--- src/rtl/tflt_pkg.sv ---
package tflt_pkg;
  typedef enum logic [1:0] {
    ACC_FETCH = 2'b00,
    ACC_LOAD  = 2'b01,
    ACC_STORE = 2'b10,
    ACC_LOAD2 = 2'b11
  } acc_e;

  localparam int CODE_W = 5;

  localparam logic [CODE_W-1:0] CODE_WRITE_PROT = 5'd1;
  localparam logic [CODE_W-1:0] CODE_FETCH_XLAT = 5'd2;
  localparam logic [CODE_W-1:0] CODE_DATA_XLAT  = 5'd3;
  localparam logic [CODE_W-1:0] CODE_ADDR_RD    = 5'd4;
  localparam logic [CODE_W-1:0] CODE_ADDR_WR    = 5'd5;

  typedef struct packed {
    logic              fault;
    logic              xlat;
    logic [CODE_W-1:0] code;
  } verdict_t;
endpackage

--- src/rtl/tflt_vpn_split.sv ---
module tflt_vpn_split #(
  parameter int VA_W       = 32,
  parameter int PAGE_SHIFT = 13,
  localparam int VPN_W     = VA_W - PAGE_SHIFT,
  localparam int PAIR_W    = VPN_W - 2
) (
  input  logic [VA_W-1:0]   vaddr,
  output logic [PAIR_W-1:0] pair_idx,
  output logic [1:0]        low_bits
);
  logic [VPN_W-1:0] vpn;
  assign vpn      = vaddr[VA_W-1:PAGE_SHIFT];
  assign pair_idx = vpn[VPN_W-1:2];
  assign low_bits = vpn[1:0];
endmodule

--- src/rtl/tflt_classify.sv ---
module tflt_classify
  import tflt_pkg::*;
(
  input  acc_e     access,
  input  logic     misaligned,
  input  logic     hit,
  input  logic     entry_valid,
  input  logic     entry_dirty,
  output verdict_t verdict
);
  logic is_store, is_fetch;
  assign is_store = (access == ACC_STORE);
  assign is_fetch = (access == ACC_FETCH);

  always_comb begin
    verdict = '0;
    if (misaligned) begin
      verdict.fault = 1'b1;
      verdict.code  = is_store ? CODE_ADDR_WR : CODE_ADDR_RD;
    end else if (!hit || !entry_valid) begin
      verdict.fault = 1'b1;
      verdict.xlat  = 1'b1;
      verdict.code  = is_fetch ? CODE_FETCH_XLAT : CODE_DATA_XLAT;
    end else if (is_store && !entry_dirty) begin
      verdict.fault = 1'b1;
      verdict.xlat  = 1'b1;
      verdict.code  = CODE_WRITE_PROT;
    end
  end


  always_comb begin
    if (verdict.code == CODE_WRITE_PROT)
      wp_store_only_chk: assert (access == ACC_STORE && hit && entry_valid);
  end
endmodule

--- src/rtl/tflt_capture.sv ---
module tflt_capture #(
  parameter int VA_W       = 32,
  parameter int ASID_W     = 8,
  parameter int PAGE_SHIFT = 13,
  localparam int PAIR_W    = VA_W - PAGE_SHIFT - 2
) (
  input  logic              clk,
  input  logic              rst_n,
  input  logic              load_addr,
  input  logic              load_xlat,
  input  logic [VA_W-1:0]   vaddr,
  input  logic [ASID_W-1:0] asid,
  input  logic [PAIR_W-1:0] pair_idx,
  input  logic [1:0]        low_bits,
  output logic [VA_W-1:0]   bad_q,
  output logic [ASID_W-1:0] asid_q,
  output logic [PAIR_W-1:0] vpn2_q,
  output logic [1:0]        vpn2x_q,
  output logic [PAIR_W-1:0] ctx_q
);
  always_ff @(posedge clk) begin
    if (!rst_n) begin
      bad_q <= '0;
    end else if (load_addr) begin
      bad_q <= vaddr;
    end
  end

  always_ff @(posedge clk) begin
    if (!rst_n) begin
      asid_q  <= '0;
      vpn2_q  <= '0;
      vpn2x_q <= '0;
      ctx_q   <= '0;
    end else if (load_xlat) begin
      asid_q  <= asid;
      vpn2_q  <= pair_idx;
      vpn2x_q <= low_bits;
      ctx_q   <= pair_idx;
    end
  end


  ctx_follows_ehi_chk: assert property (@(posedge clk) disable iff (!rst_n)
    load_xlat |=> (ctx_q == vpn2_q));
endmodule

--- src/rtl/tlb_fault_unit.sv ---
module tlb_fault_unit
  import tflt_pkg::*;
#(
  parameter int VA_W       = 32,
  parameter int ASID_W     = 8,
  parameter int PAGE_SHIFT = 13,
  localparam int PAIR_W    = VA_W - PAGE_SHIFT - 2
) (
  input  logic              clk,
  input  logic              rst_n,
  input  logic              req_valid,
  output logic              req_ready,
  input  logic [VA_W-1:0]   req_vaddr,
  input  logic [ASID_W-1:0] req_asid,
  input  logic [1:0]        req_access,
  input  logic              req_misaligned,
  input  logic              req_hit,
  input  logic              req_entry_valid,
  input  logic              req_entry_dirty,
  output logic              flt_valid,
  input  logic              flt_ready,
  output logic [CODE_W-1:0] flt_code,
  output logic [VA_W-1:0]   cap_badvaddr,
  output logic [ASID_W-1:0] cap_ehi_asid,
  output logic [PAIR_W-1:0] cap_ehi_vpn2,
  output logic [1:0]        cap_ehi_vpn2x,
  output logic [PAIR_W-1:0] cap_ctx_badvpn2
);
  verdict_t          verdict;
  logic              take;
  logic [PAIR_W-1:0] pair_idx;
  logic [1:0]        low_bits;
  logic              fv_q;
  logic [CODE_W-1:0] code_q;

  tflt_classify u_classify (
    .access      (acc_e'(req_access)),
    .misaligned  (req_misaligned),
    .hit         (req_hit),
    .entry_valid (req_entry_valid),
    .entry_dirty (req_entry_dirty),
    .verdict     (verdict)
  );

  tflt_vpn_split #(.VA_W(VA_W), .PAGE_SHIFT(PAGE_SHIFT)) u_split (
    .vaddr    (req_vaddr),
    .pair_idx (pair_idx),
    .low_bits (low_bits)
  );

  assign req_ready = !fv_q || flt_ready;
  assign take      = req_valid && req_ready;

  always_ff @(posedge clk) begin
    if (!rst_n) begin
      fv_q   <= 1'b0;
      code_q <= '0;
    end else if (take) begin
      fv_q <= verdict.fault;
      if (verdict.fault) code_q <= verdict.code;
    end else if (flt_ready) begin
      fv_q <= 1'b0;
    end
  end

  assign flt_valid = fv_q;
  assign flt_code  = code_q;

  tflt_capture #(.VA_W(VA_W), .ASID_W(ASID_W), .PAGE_SHIFT(PAGE_SHIFT)) u_capture (
    .clk      (clk),
    .rst_n    (rst_n),
    .load_addr(take && verdict.fault),
    .load_xlat(take && verdict.fault && verdict.xlat),
    .vaddr    (req_vaddr),
    .asid     (req_asid),
    .pair_idx (pair_idx),
    .low_bits (low_bits),
    .bad_q    (cap_badvaddr),
    .asid_q   (cap_ehi_asid),
    .vpn2_q   (cap_ehi_vpn2),
    .vpn2x_q  (cap_ehi_vpn2x),
    .ctx_q    (cap_ctx_badvpn2)
  );


  flt_hold_chk: assert property (@(posedge clk) disable iff (!rst_n)
    (flt_valid && !flt_ready) |=> (flt_valid && $stable(flt_code)));


  idle_keep_chk: assert property (@(posedge clk) disable iff (!rst_n)
    !take |=> ($stable(cap_badvaddr) && $stable(cap_ehi_asid) && $stable(cap_ehi_vpn2)));


  ae_keep_ehi_chk: assert property (@(posedge clk) disable iff (!rst_n)
    (take && req_misaligned) |=> ($stable(cap_ehi_asid) && $stable(cap_ehi_vpn2)
                                  && $stable(cap_ehi_vpn2x)));


  wp_not_on_read_chk: assert property (@(posedge clk) disable iff (!rst_n)
    (take && req_access != 2'b10) |=> (!flt_valid || flt_code != CODE_WRITE_PROT));


  ctx_pair_chk: assert property (@(posedge clk) disable iff (!rst_n)
    (flt_valid && flt_code >= 5'd1 && flt_code <= 5'd3) |-> (cap_ctx_badvpn2 == cap_ehi_vpn2));
endmodule

--- config.mk ---
export PLATFORM = sky130hd
export DESIGN_NAME = tlb_fault_unit
export DESIGN_NICKNAME = d
export VERILOG_FILES = /design/src/rtl/tflt_pkg.sv /design/src/rtl/tflt_vpn_split.sv /design/src/rtl/tflt_classify.sv /design/src/rtl/tflt_capture.sv /design/src/rtl/tlb_fault_unit.sv
export SDC_FILE = /design/constraint.sdc
export NUM_CORES = 1
export LEC_CHECK = 0
export ABC_AREA = 1
export CORE_ASPECT_RATIO = 0.7
export CORE_MARGIN = 2
export CORE_UTILIZATION = 39
export CTS_CLUSTER_SIZE = 20
export DETAILED_ROUTE_END_ITERATION = 8
export PLACE_DENSITY_LB_ADDON = 0.3
export SLEW_MARGIN = 30
export SYNTH_ARGS = -nofsm -noshare
export SYNTH_HDL_FRONTEND = slang
export SYNTH_SLANG_ARGS = --single-unit
export TNS_END_PERCENT = 10
--- constraint.sdc ---
create_clock -name clk -period 1.4 [get_ports clk]
set_input_delay 0.28 -clock clk [delete_from_list [all_inputs] [get_ports clk]]
set_output_delay 0.28 -clock clk [all_outputs]
set_load 0.1 [all_outputs]
==> results.py, run 1 <==
metrics = {
    "status": {
        "status": "completed",
    },
    "cts": {
        "h-tree-depth": 3,
        "post-cts-setup-buffers": 0,
        "clk_pin_slew_ns": 0.07,
        "cts_sinks": 63,
        "cts_max_path_buffers": 2,
        "clk_latency_ns": 0.34,
        "ctsHoldBuffers": 0,
        "cts_tree": "yes",
        "cts-root-buf": "clkbuf_8",
        "cts_buffers": 9,
    },
    "power_and_ir_drop": {
        "netSwitchingFraction": 0.394,
        "finalPower_mw": 5.89,
        "ir_worst_vdd_mv": 0.880,
        "internal-power_mw": 3.57,
        "leakagePower_nw": 1.96,
        "pwr-share-seq": 0.350,
        "p_clk_frac": 0.264,
        "p_sw_mw": 2.32,
        "power.density_nw_per_um2": 1210,
        "p_comb_frac": 0.386,
    },
    "drt": {
        "vias": 2520,
        "viasPerCell": 4.87,
        "first_pass_iters": 4,
        "routed_wl_um": 7570,
        "drt-initial-drc-count": 55,
        "ant_nets": 0,
        "wl_per_cell_um": 14.6,
        "drc": 0,
    },
    "worst_setup_path": {
        "rr_worst_depth": 7,
        "r2r_start": "flt_valid",
        "worstPathMaxFanout": 3,
        "crit_start": "flt_ready",
        "r2r_setup_slack_ns": 0.18,
        "r2r-end": "u_capture.asid_q[2]",
        "critPathKind": "in -> out",
        "required_ns": 1.12,
        "worst_setup_path_start_kind": "input pin",
        "crit_path_end_kind": "primary output",
        "crit_arrival_ns": 1.05,
    },
    "final_layout": {
        "fillCellCount": 414,
        "drive_gt1_frac": 0.294,
        "n_antenna_cell": 0,
        "syn2layout_area_growth_pct": 93.0,
        "fin_nets": 484,
    },
    "logic_synthesis": {
        "synth_seq_area_share": 0.499,
        "yosys.area.top_type": "dfxtp_1",
        "synthesis.area_sq_um": 2530,
        "synth-seq-cells": 63,
        "synth.distinct_cells": 23,
        "synth_warnings": 0,
        "yosys-top-cells-area": "dfxtp_1 (50%), nor2_1 (8.8%), buf_4 (7.4%)",
        "yosys.area.top_type_share": 0.499,
        "synth_area_per_cell_sq_um": 8.08,
        "syn_inst": 313,
    },
    "floorplanning": {
        "initial_utilization": 0.405,
        "io_pins": 133,
        "rows": 24,
        "die_h_um": 71.4,
        "die_width_um": 100,
        "dieArea_sq_um": 7160,
        "core_sq_um": 6250,
    },
    "global_route": {
        "grt_pass1_vias": 2545,
        "antenna_found_initial": 0,
        "grt_pass1_wl_um": 12400,
        "grt_overflow": 0,
        "grt.total_usage": 0.225,
        "grt_max_degree": 35,
    },
    "sta": {
        "rsz0062_at_grt": "false",
        "hold_viol_final": 0,
        "setup_viol": 0,
        "max_clock_freq_mhz": 750,
        "final_max_slew_viol_count": 0,
        "holdWs_ns": 0.500,
        "fin_crit_sh": 0.953,
        "finClkSkew_ns": 0.00619,
        "period_minus_slack_ns": 1.33,
    },
    "placed_design": {
        "gp_congestion": 0.781,
        "portBuffers": 130,
        "dp_hpwl_um": 5700,
    },
    "worst_hold_path": {
        "min_path_type": "reg -> reg",
        "worstHoldEndpoint": "u_capture.bad_q[31]",
        "holdCritStartpoint": "u_capture.bad_q[31]",
        "whs_path_depth": 2,
    },
    "job": {
        "maxCapViolations": 0,
    },
}
-- worst max-delay path, stage by stage --
cell and delay (ns):
clkdlybuf4s50_1 0.47, inv_2 0.06, nand2_8 0.07, buf_12 0.17
-- Yosys cell counts --
master,n
o21ai_1,8
nand2_4,4
a21oi_1,35
buf_2,3
buf_1,1
inv_6,1
nor2_1,59
conb_1,1
nand3_2,1
clkbuf_1,5
nand2_1,39
nor2_4,1
inv_1,4
inv_2,3
clkinv_1,1
nand3_1,33
buf_6,2
dfxtp_1,63
buf_12,2
buf_4,25
o21ai_0,20
nand3_4,1
nand2_2,1
-- worst max path at each step --
stage | to | slack [ns] | cells past startpoint
3_3_place_gp | u_capture.asid_q[0] | -0.24 | 9
3_5_place_dp | u_capture.asid_q[3] | -0.32 | 9
5_1_grt | u_capture.bad_q[12] | 0.007 | 8
2_1_floorplan | cap_ehi_vpn2[10] | -0.25 | 1
6_report | req_ready | 0.07 | 4
4_1_cts | req_ready | 0.06 | 4
-- routing by layer --
layer | share of wire | vias up | wire, um | GRT usage
met5 | 0 | - | 0 | 0
met4 | 0.014 | 0 | 108 | 0.0822
met3 | 0.083 | 10 | 628 | 0.0820
met2 | 0.48 | 97 | 3630 | 0.371
met1 | 0.42 | 1171 | 3210 | 0.271
li1 | - | 1242 | - | -
-- logic make-up after synthesis --
logic type	count (synthesis)	share of synthesized area
and+or+nand+nor	139	0.246
DFF	63	0.499
other	1	0.00148
buffers and inverters	47	0.129
AOI/OAI and AO/OA	63	0.125
-- cell type report --
type | count | area, sq um | area share
Clock buffer | 9 | 124 | 0.0254
Clock inverter | 7 | 73.8 | 0.0151
Timing Repair Buffer | 147 | 2330 | 0.477
Tap cell | 78 | 97.6 | 0.0200
Inverter | 9 | 38.8 | 0.00794
Sequential cell | 63 | 1270 | 0.259
Multi-Input combinational cell | 204 | 955 | 0.196
-- registers in the layout (all words and copies together), names as in the netlist --
signal	count
u_capture.bad_q	32
u_capture.ctx_q	17
u_capture.asid_q	8
flt_code	3
u_capture.vpn2x_q	2
flt_valid	1
-- power by group through the flow --
| stage | Clock [mW] | Combinational, mW | Sequential (mW) |
|---|---|---|---|
| after floorplan | 0 | 0.621 | 2.85 |
| after global placement | 0 | 2.25 | 2.10 |
| after detailed placement | 0 | 2.28 | 2.10 |
| after CTS | 1.61 | 2.28 | 2.06 |
| after global routing | 1.67 | 2.35 | 2.08 |
| final | 1.55 | 2.27 | 2.06 |
-- what timing repair did --
action,in CTS,in global routing
gates resized for setup,1,4
pin swaps,0,0
endpoints found under the setup margin,1,4
-- layout by cell type (no fill, tap or decap), drive strengths merged --
| cell type | instances |
|---|---|
| clkinv | 6 |
| o21ai | 28 |
| clkinvlp | 1 |
| nor2 | 60 |
| inv | 8 |
| nand3 | 35 |
| nand2 | 44 |
| conb | 2 |
| clkdlybuf4s50 | 49 |
| a21oi | 35 |
| bufinv | 1 |
| buf | 98 |
| clkbuf | 9 |
| dfxtp | 63 |
-- metrics by stage --
stage | instances | utilization | TNS, ns | instance area [sq um] | worst slack, ns
floorplan | 314 | - | -5.68 | 2550 | -0.254
global route | 517 | 0.782 | 0 | 4880 | 0.00657
global placement | 502 | 0.751 | -11.69 | 4690 | -0.240
finish | 517 | 0.782 | 0 | 4880 | 0.0661
detailed placement | 502 | 0.751 | -13.79 | 4690 | -0.317
CTS | 517 | 0.782 | 0 | 4880 | 0.0569
No activity file was read; power rests on OpenSTA's default activity.
==> run 2, diff against run 1 <==
--- a/config.mk
+++ b/config.mk
@@ -5,7 +5,6 @@
 export SDC_FILE = /design/constraint.sdc
 export NUM_CORES = 1
 export LEC_CHECK = 0
-export ABC_AREA = 1
 export CORE_ASPECT_RATIO = 0.7
 export CORE_MARGIN = 2
 export CORE_UTILIZATION = 39
==> run 2 against run 1 <==
Compared with the run above: the run now ends with negative setup slack left; combinational power is 7% lower; cell area is 7.1% higher; wire length is 13% higher; non-clock buffer count is 18 higher; core utilization is 5.1 points higher; register-to-register slack worse by 0.17 ns; flip-flop and latch count stayed put; synthesized cell count is 8.9% lower; critical path type is now reg -> out; largest cell class unchanged; largest power group unchanged; highest routed layer unchanged.
==> results.py, run 2 <==
metrics = {
    "logic_synthesis": {
        "synth-seq-cells": 63,
        "yosys.area.top_type": "dfxtp_1",
        "synth_seq_area_share": 0.495,
        "synth.distinct_cells": 26,
        "synthesis.area_sq_um": 2550,
        "synth-simple-area-share": 0.188,
        "yosys.area.top_type_share": 0.495,
        "synth-adder-area-share": 0,
        "muxShareOfSynthArea": 0.106,
        "synth_common_cells": "nand2_1 (70), dfxtp_1 (63), nand3_1 (34)",
        "synth_top_family_by_area": "simple AND/OR/NAND/NOR gates",
        "yosys.cell_count.top_type": "nand2_1",
        "synth_compound_area_frac": 0.0923,
        "synth-main-ff-cell": "dfxtp_1",
        "synth_area_per_cell_sq_um": 8.94,
        "synth_edf_count": 0,
        "synth-xor-area-share": 0,
        "syn_inst": 285,
        "synth_warnings": 0,
        "yosys-top-cells-area": "dfxtp_1 (50%), mux2i_1 (11%), nand2_1 (10%)",
        "synthArstFlopShare": 0,
    },
    "cts": {
        "cts_sinks": 63,
        "cts_buffers": 9,
        "clk_latency_ns": 0.34,
        "cts_tree": "yes",
        "cts-root-buf": "clkbuf_8",
        "cts_max_path_buffers": 2,
        "clk_pin_slew_ns": 0.07,
        "h-tree-depth": 3,
        "ctsHoldBuffers": 0,
    },
    "final_layout": {
        "fin_nets": 471,
        "top_register": "u_capture.bad_q",
        "syn2layout_area_growth_pct": 105,
        "fin_util": 0.833,
        "mostFrequentLayoutCells": "buf_12 (87), nand2_1 (68), dfxtp_1 (61)",
        "regArea_sq_um": 1270,
        "fillCellCount": 353,
        "multiInputGateArea_sq_um": 1050,
        "drive_gt1_frac": 0.350,
        "largest_register_ffs": 32,
        "final_common_cell": "buf_12",
        "n_antenna_cell": 0,
        "largestRegisters": "u_capture.bad_q x32, u_capture.ctx_q x17, u_capture.asid_q x8",
        "fin_cells": 504,
        "stdcell_area_sq_um": 5230,
    },
    "sta": {
        "setup_viol": 1,
        "fin_crit_sh": 1.03,
        "final_max_slew_viol_count": 0,
        "period_minus_slack_ns": 1.44,
        "finClkSkew_ns": 0.00651,
        "hold_viol_final": 0,
        "setup_ws_ns": -0.0386,
        "rsz0062_at_grt": "true",
        "tns_ns": -0.0386,
        "holdWs_ns": 0.364,
        "max_clock_freq_mhz": 695,
    },
    "global_route": {
        "top_usage_layer": "met2",
        "grt_pass1_wl_um": 13200,
        "antenna_found_initial": 0,
        "met3_usage": 0.104,
        "use_met2": 0.426,
        "grt_pass1_vias": 2590,
        "grt_max_degree": 64,
        "grt_overflow": 0,
        "grt.total_usage": 0.241,
        "gr-usage-met1": 0.266,
    },
    "drt": {
        "vias": 2553,
        "viasPerCell": 5.07,
        "ant_nets": 0,
        "routed_wl_um": 8540,
        "drt-initial-drc-count": 106,
        "drc": 0,
        "first_pass_iters": 4,
        "wl_per_cell_um": 16.9,
    },
    "job": {
        "maxCapViolations": 0,
    },
    "placed_design": {
        "gp_congestion": 0.756,
        "dp_cells": 468,
        "portBuffers": 130,
        "dp_hpwl_um": 5250,
        "placed_cell_area_sq_um": 4660,
    },
    "worst_hold_path": {
        "min_path_type": "in -> reg",
        "holdCritStartpoint": "req_access[1]",
    },
    "worst_setup_path": {
        "crit_start": "flt_valid",
        "worst_setup_path_start_kind": "flip-flop",
        "critPathKind": "reg -> out",
        "required_ns": 1.12,
        "r2r_start": "flt_valid",
        "worstPathMaxFanout": 3,
        "crit_arrival_ns": 1.16,
        "crit_path_end_kind": "primary output",
    },
    "floorplanning": {
        "rows": 24,
        "dieArea_sq_um": 7200,
        "io_pins": 133,
        "die_h_um": 71.6,
        "core_sq_um": 6280,
        "initial_utilization": 0.406,
        "die_width_um": 101,
    },
    "power_and_ir_drop": {
        "power.density_nw_per_um2": 1150,
        "leakagePower_nw": 2.11,
        "ir_worst_vdd_mv": 0.791,
    },
    "status": {
        "status": "complete, but fails checks",
        "violations": "negative setup slack",
    },
}
run 2: critical path: stages, from the launching register on:
cell      delay, ns
dfxtp_4        0.36
nand2b_4       0.06
buf_6          0.12
buf_6          0.11
buf_12         0.15
run 2: logic make-up (layout without fill, tap and decap cells):
| logic type | count (synthesis) | count (layout) |
|---|---|---|
| compound gates | 42 | 42 |
| flops | 63 | 63 |
| other cells | 1 | 2 |
| simple gates | 109 | 109 |
| mux | 27 | 27 |
| buf+inv | 43 | 183 |
run 2: metal layers:
layer / vias to the layer above / share of wire
met4: 0 / 0.013
met5: - / 0
li1: 1214 / -
met3: 11 / 0.084
met1: 1214 / 0.39
met2: 114 / 0.51
run 2: power by group:
part	switching, mW	total, mW	internal (mW)
sequential	0.136	2.03	1.90
clock	0.729	1.84	1.12
combinational	1.30	2.12	0.826
total	2.16	6.00	3.84
run 2: worst paths after layout:
path              cells after the start  slack, ns                 end
setup / recovery                      4      -0.04           req_ready
hold / removal                        3       0.36         flt_code[0]
setup reg to reg                      7       0.01  u_capture.ctx_q[4]
hold reg to reg                       2       0.50  u_capture.bad_q[3]
run 2: layout make-up:
class                      count  share of cell area
sequential                    63               0.242
clock buffer                  12              0.0299
inverter                       2             0.00144
timing repair buffer         165               0.492
clock inverter                 4              0.0146
multi-input combinational    180               0.201
tap                           78              0.0187
run 2: metrics by stage:
stage,worst slack (ns),power (mW)
6_report,-0.0386,6.00
5_1_grt,-0.0678,6.20
4_1_cts,-0.0441,6.02
3_5_place_dp,-0.541,4.03
3_3_place_gp,-0.461,4.00
2_1_floorplan,-0.253,3.24
run 2: repair_timing:
item | CTS | global route
buffers inserted | 14 | 1
setup endpoints to repair | 39 | 51
gates cloned | 5 | 1
endpoints found under the hold margin | 0 | 0
pin swaps | 5 | 3
resized for setup | 33 | 15
==> run 3, diff against run 2 <==
--- a/config.mk
+++ b/config.mk
@@ -5,6 +5,7 @@
 export SDC_FILE = /design/constraint.sdc
 export NUM_CORES = 1
 export LEC_CHECK = 0
+export ABC_CLOCK_PERIOD_IN_PS = 1400
 export CORE_ASPECT_RATIO = 0.7
 export CORE_MARGIN = 2
 export CORE_UTILIZATION = 39
==> results of run 3 <==
The final DEF is identical to that of run 2; final timing and power are the same.
